==> src/rtl/fm_pkg.sv <==
package fm_pkg;

    localparam int WIN_W = 12;
    localparam int SEL_W = 7;
    localparam int DIV_W = 2;

    localparam logic [31:0] CTRL_MASK = 32'h317F_CFFF;

    typedef enum logic [1:0] {
        ST_IDLE = 2'd0,
        ST_ARM  = 2'd1,
        ST_RUN  = 2'd2,
        ST_DONE = 2'd3
    } fm_state_e;

    typedef struct packed {
        logic [DIV_W-1:0] div;
        logic             ref_sel;
        logic [SEL_W-1:0] src;
        logic             enable;
        logic             sreset;
        logic [WIN_W-1:0] window;
    } fm_ctrl_t;

    // Configuration captured when a measurement is armed
    typedef struct packed {
        logic [DIV_W-1:0] div;
        logic             ref_sel;
        logic [SEL_W-1:0] src;
        logic [WIN_W-1:0] window;
    } fm_run_t;

    function automatic fm_ctrl_t ctrl_view(input logic [31:0] w);
        fm_ctrl_t c;
        c.div    = w[29:28];
        c.ref_sel = w[24];
        c.src    = w[22:16];
        c.enable = w[15];
        c.sreset = w[14];
        c.window = w[11:0];
        return c;
    endfunction

    function automatic logic [2:0] div_mask(input logic [DIV_W-1:0] d);
        case (d)
            2'd0:    return 3'b000;
            2'd1:    return 3'b001;
            2'd2:    return 3'b011;
            default: return 3'b111;
        endcase
    endfunction

endpackage

==> src/rtl/fm_sync.sv <==
module fm_sync #(
    parameter int W = 1
) (
    input  logic         clk,
    input  logic         rst,
    input  logic [W-1:0] d,
    output logic [W-1:0] q
);
    logic [W-1:0] meta;

    always_ff @(posedge clk) begin
        if (rst) begin
            meta <= '0;
            q    <= '0;
        end else begin
            meta <= d;
            q    <= meta;
        end
    end
endmodule

==> src/rtl/fm_window.sv <==
module fm_window
    import fm_pkg::*;
(
    input  logic             clk,
    input  logic             rst,
    input  logic             sreset,
    input  logic             enable,
    input  logic             ref_edge,
    input  logic [WIN_W-1:0] window,
    output fm_state_e        state,
    output logic             arm,
    output logic             cnt_en
);
    logic [WIN_W-1:0] ticks;
    logic             last;

    assign arm  = (state == ST_IDLE) && enable && !sreset;
    assign last = (state == ST_RUN) && ref_edge && (ticks == window);

    // Counting covers the half-open span from the opening edge to the closing edge
    assign cnt_en = !sreset &&
                    (((state == ST_ARM) && ref_edge) ||
                     ((state == ST_RUN) && !last));

    always_ff @(posedge clk) begin
        if (rst || sreset) begin
            state <= ST_IDLE;
            ticks <= '0;
        end else begin
            case (state)
                ST_IDLE: if (enable) state <= ST_ARM;
                ST_ARM: begin
                    if (ref_edge) begin
                        state <= ST_RUN;
                        ticks <= '0;
                    end
                end
                ST_RUN: begin
                    if (last)          state <= ST_DONE;
                    else if (ref_edge) ticks <= ticks + 1'b1;
                end
                default: state <= ST_DONE;
            endcase
        end
    end
endmodule

==> src/rtl/fm_counter.sv <==
module fm_counter
    import fm_pkg::*;
#(
    parameter int CNT_W = 24
) (
    input  logic             clk,
    input  logic             rst,
    input  logic             clr,
    input  logic             cnt_en,
    input  logic             mon_edge,
    input  logic [DIV_W-1:0] div,
    output logic [CNT_W-1:0] count
);
    localparam logic [CNT_W-1:0] CNT_MAX = {CNT_W{1'b1}};

    logic [2:0] pre;

    always_ff @(posedge clk) begin
        if (rst || clr) begin
            pre   <= '0;
            count <= '0;
        end else if (cnt_en && mon_edge) begin
            if (pre == div_mask(div)) begin
                pre <= '0;
                if (count != CNT_MAX) count <= count + 1'b1;
            end else begin
                pre <= pre + 1'b1;
            end
        end
    end
endmodule

==> src/rtl/fm_meter.sv <==
module fm_meter
    import fm_pkg::*;
#(
    parameter int NUM_SRC = 8,
    parameter int CNT_W   = 24,
    parameter int ADDR_W  = 8
) (
    input  logic              clk,
    input  logic              rst,
    input  logic              bus_wr,
    input  logic [ADDR_W-1:0] bus_addr,
    input  logic [31:0]       bus_wdata,
    output logic [31:0]       bus_rdata,
    input  logic [NUM_SRC-1:0] mon_clk,
    input  logic              ref_clk_a,
    input  logic              ref_clk_b
);
    localparam int                SYN_W   = NUM_SRC + 2;
    localparam logic [ADDR_W-1:0] CTRL_AD = ADDR_W'(8'h10);
    localparam logic [ADDR_W-1:0] RES_AD  = ADDR_W'(8'h14);

    logic [31:0]      ctrl_word;
    fm_ctrl_t         ctrl_v;
    fm_run_t          run_cfg;
    logic [SYN_W-1:0] syn, syn_prev, edges;
    logic             mon_edge, ref_edge;
    fm_state_e        state;
    logic             arm, cnt_en, done;
    logic [CNT_W-1:0] count;
    logic [31:0]      result;

    // Control register
    always_ff @(posedge clk) begin
        if (rst)                              ctrl_word <= '0;
        else if (bus_wr && bus_addr == CTRL_AD) ctrl_word <= bus_wdata & CTRL_MASK;
    end
    assign ctrl_v = ctrl_view(ctrl_word);

    always_ff @(posedge clk) begin
        if (rst) run_cfg <= '0;
        else if (arm) begin
            run_cfg.div     <= ctrl_v.div;
            run_cfg.ref_sel <= ctrl_v.ref_sel;
            run_cfg.src     <= ctrl_v.src;
            run_cfg.window  <= ctrl_v.window;
        end
    end

    // Bring every external clock into the register domain and mark rising edges
    fm_sync #(.W(SYN_W)) u_sync (
        .clk (clk),
        .rst (rst),
        .d   ({ref_clk_b, ref_clk_a, mon_clk}),
        .q   (syn)
    );

    always_ff @(posedge clk) begin
        if (rst) syn_prev <= '0;
        else     syn_prev <= syn;
    end

    for (genvar g = 0; g < SYN_W; g++) begin : g_edge
        assign edges[g] = syn[g] & ~syn_prev[g];
    end

    always_comb begin
        mon_edge = 1'b0;
        for (int i = 0; i < NUM_SRC; i++) begin
            if (run_cfg.src == SEL_W'(i)) mon_edge = edges[i];
        end
    end

    assign ref_edge = run_cfg.ref_sel ? edges[NUM_SRC+1] : edges[NUM_SRC];

    fm_window u_window (
        .clk      (clk),
        .rst      (rst),
        .sreset   (ctrl_v.sreset),
        .enable   (ctrl_v.enable),
        .ref_edge (ref_edge),
        .window   (run_cfg.window),
        .state    (state),
        .arm      (arm),
        .cnt_en   (cnt_en)
    );

    fm_counter #(.CNT_W(CNT_W)) u_counter (
        .clk      (clk),
        .rst      (rst),
        .clr      (ctrl_v.sreset || arm),
        .cnt_en   (cnt_en),
        .mon_edge (mon_edge),
        .div      (run_cfg.div),
        .count    (count)
    );

    assign done = (state == ST_DONE);

    always_comb begin
        result              = '0;
        result[31]          = done;
        result[CNT_W-1:0]   = count;
    end

    always_comb begin
        if (bus_addr == CTRL_AD)     bus_rdata = ctrl_word;
        else if (bus_addr == RES_AD) bus_rdata = result;
        else                         bus_rdata = '0;
    end
endmodule

==> config.mk <==
export PLATFORM = sky130hd
export DESIGN_NAME = fm_meter
export DESIGN_NICKNAME = d
export VERILOG_FILES = /design/src/rtl/fm_pkg.sv /design/src/rtl/fm_sync.sv /design/src/rtl/fm_window.sv /design/src/rtl/fm_counter.sv /design/src/rtl/fm_meter.sv
export SDC_FILE = /design/constraint.sdc
export NUM_CORES = 1
export LEC_CHECK = 0
export ABC_AREA = 1
export CAP_MARGIN = 5
export CELL_PAD_IN_SITES_DETAIL_PLACEMENT = 0
export CELL_PAD_IN_SITES_GLOBAL_PLACEMENT = 1
export CORE_ASPECT_RATIO = 0.9
export CORE_UTILIZATION = 30
export CTS_BUF_LIST = sky130_fd_sc_hd__clkbuf_16
export CTS_CLUSTER_DIAMETER = 150
export DETAILED_ROUTE_END_ITERATION = 8
export GPL_TIMING_DRIVEN = 1
export PLACE_DENSITY = 0.66
export SLEW_MARGIN = 15
export SYNTH_ARGS = -nofsm -noshare
export SYNTH_HDL_FRONTEND = slang
export SYNTH_SLANG_ARGS = --single-unit
==> constraint.sdc <==
create_clock -name clk -period 1.9 [get_ports clk]
set_input_delay 0.19 -clock clk [delete_from_list [all_inputs] [get_ports clk]]
set_output_delay 0.19 -clock clk [all_outputs]
set_load 0.03 [all_outputs]
==> impl_metrics.toml <==
[worst_setup_path]
worst_path_largest_cell_delay_ns = 0.44
critPathMostFrequentCell = "buf_4"
worstPathCellList = "clkdlybuf4s50_1, nor4_2, nand2_2, buf_4, o22ai_1, buf_4"
arrival_ns = 1.64
critical_path_required_ns = 1.71
reg2reg_slack_ns = 0.11
slowest_stage = "clkdlybuf4s50_1"
crit_type = "in2out"
crit_fanout = 5
crit_path_start_kind = "primary input"
cp-end-kind = "primary output"
cp_top_family = "buffers and inverters"
path_buf_inv = 3

[power_and_ir_drop]
internal_power_mw = 4.51
p_per_area_mw_per_mm2 = 746
leakagePower_nw = 3.23
pwr-share-seq = 0.412
switching_share = 0.256
clock_power_share = 0.527
ir_drop_mv = 0.595
power_switching_mw = 1.55
p_comb_frac = 0.061

[clock_tree]
cts_tree = "yes"
cts-root-buf = "clkbuf_16"
clk_path_buf_depth = 2
cts-buffers-inserted = 17
htree_num_levels = 4
clk_pin_slew_ns = 0.06
postCtsHoldBufs = 0
clk-insertion-delay-late_ns = 0.43
clock-sinks = 117

[sta]
finalSetupViolations = 0
fin_crit_sh = 0.963
period_minus_slack_ns = 1.83
grt_setup_unrepaired = "true"
slew_headroom = 0.653
tightestPinTransition_ns = 0.516
max_freq_mhz = 547
hold_viol_final = 0
finalMaxSlewViolations = 0
fin_ws_ns = 0.0704
finClkSkew_ns = 0.0107

[route]
drc = 0
dr.pass1.iters = 5
wl_per_cell_microns = 14.2
initialDrtViolationCount = 401
routed_wl_mm = 17.5
via_per_inst = 4.58
dr_total_vias = 5632
detail-route-antenna-nets = 0

[yosys]
synth_cell_types = 34
yosys_warnings = 0
synth_fa_ha_area_frac = 0.00663
async_reset_ff_frac = 0
ys_seq_area_frac = 0.414
synth_edf_count = 0
yosys.area_share.simple = 0.304
synthesis.instances = 828
synth_top_family_by_area = "simple AND/OR/NAND/NOR gates"
synth_xor_area_frac = 0.0356
postSynthAreaPerCell_sq_um = 6.84
synth-compound-area-share = 0.130
muxShareOfSynthArea = 0
synth_seq_cells = 117
synth.cell_area_sq_mm = 0.00566
synthFlopType = "dfxtp_1"

[placement]
io_buffers = 72
pre_cts_slack_ns = -0.241
gp_congestion = 0.860
dpl.hpwl_mm = 12.9

[floorplanning]
start_util = 0.308
die_area_sq_mm = 0.0194
core_sq_mm = 0.0184
num_rows = 47
die_w_microns = 147
die_y_microns = 132
ios = 85

[layout]
fin_util = 0.441
diodes = 0
nets = 1029
area_growth_syn_to_layout_pct = 43.5
final_cell_mix = "nand2_1 (161), nor2_1 (128), dfxtp_1 (114)"
drive_gt1_frac = 0.212
final_common_cell = "nand2_1"

[global_route]
first_global_vias = 5157
overflow = 0
grt_max_degree = 45
track_usage = 0.184
grt_pass1_wl_mm = 27.2
antenna_found_initial = 0

[run_status]
outcome = "completed"

[run]
maxCapViolCount = 0

[min_path]
hold_class = "in2reg"
[power by group through the flow]
| stage | registers (mW) | clock network [mW] | logic, mW |
|---|---|---|---|
| floorplan | 2.55 | 0 | 0.163 |
| global placement | 2.56 | 0 | 0.358 |
| detailed placement | 2.56 | 0 | 0.357 |
| CTS | 2.50 | 3.28 | 0.362 |
| global route | 2.50 | 3.37 | 0.407 |
| finish | 2.50 | 3.20 | 0.369 |
[per-stage QoR]
step                total power [mW]  instance area, sq um  setup TNS [ns]  hold slack, ns  std cells
floorplan                       2.72                  5670               0           0.297        831
global placement                2.91                  7230           -5.66           0.391       1196
detailed placement              2.91                  7230           -6.33           0.393       1196
CTS                             6.15                  7850          -0.342           0.250       1228
global route                    6.28                  8130          -0.546           0.269       1231
finish                          6.07                  8130               0           0.266       1231
[synth_stat cells, types with 2 or more instances]
cell type / instances / area share
xnor2_1: 2 / 0.0031
nand2_1: 165 / 0.11
nor3_1: 15 / 0.013
nand4_1: 31 / 0.034
inv_1: 107 / 0.071
ha_1: 3 / 0.0066
nor2_1: 129 / 0.086
nor4_1: 6 / 0.0066
buf_4: 8 / 0.011
clkbuf_1: 19 / 0.013
dfxtp_1: 117 / 0.41
nor2_4: 2 / 0.0040
nand3_1: 30 / 0.027
inv_2: 4 / 0.0027
a21oi_1: 56 / 0.050
o22ai_1: 2 / 0.0022
nand2_2: 11 / 0.012
xor2_1: 21 / 0.032
o21ai_0: 70 / 0.062
a21oi_2: 7 / 0.011
nand3b_1: 2 / 0.0027
buf_2: 6 / 0.0053
clkinv_1: 4 / 0.0027
[sequential cells by signal, summed over array words and instances, names as in the netlist]
name and cells:
ctrl_word 24, u_counter.count 24, run_cfg 22, u_window.ticks 12
syn_prev 10, u_sync.meta 10, u_sync.q 10, u_counter.pre 3
u_window.state 2
[final timing paths]
| path | endpoint | start | cells after the start |
|---|---|---|---|
| min | u_sync.meta[7]$_SDFF_PP0_ | mon_clk[7] | 3 |
| max reg2reg | u_counter.count[11]$_SDFFE_PP0P_ | u_counter.count[1]$_SDFFE_PP0P_ | 12 |
| min reg2reg | u_sync.q[5]$_SDFF_PP0_ | u_sync.meta[5]$_SDFF_PP0_ | 2 |
| max | bus_rdata[15] | bus_addr[2] | 6 |
[logic make-up after synthesis]
group                      Yosys count
other                                1
AOI/OAI and AO/OA                  138
buffers and inverters              150
and+or+nand+nor                    396
DFF                                117
xor gates and xnor gates            23
adders and majority gates            3
[layout make-up]
type	count	area, sq um
Timing Repair Buffer	158	1570
Sequential cell	117	2350
Inverter	115	437
Tap cell	245	307
Clock buffer	17	425
Multi-Input combinational cell	564	2880
Fill cell	1879	10300
Clock inverter	15	156
[worst reg2reg max path, cell delays in order (launching register included)]
cell and delay, ns:
dfxtp_2 0.35, ha_2 0.18, inv_1 0.08, nor2_4 0.14
nand2_2 0.10, nor2_4 0.11, nand3_2 0.13, nand2_2 0.10
inv_2 0.07, nand3_4 0.12, buf_6 0.16, nand2_1 0.07
a21oi_2 0.12
[layer usage]
metal,global-route usage,wire length (microns),vias to the layer above
li1,-,-,2931
met1,0.263,8860,2536
met2,0.267,7450,148
met3,0.0394,969,17
met4,0.0683,248,0
met5,0,0,-
[timing repair]
action                     CTS  global route
resized for setup           16            69
setup buffers                0             1
gates cloned                 0             2
pin swaps                    1             7
setup endpoints to repair   24            52
Note: power is estimated with default switching activity, not from simulation.
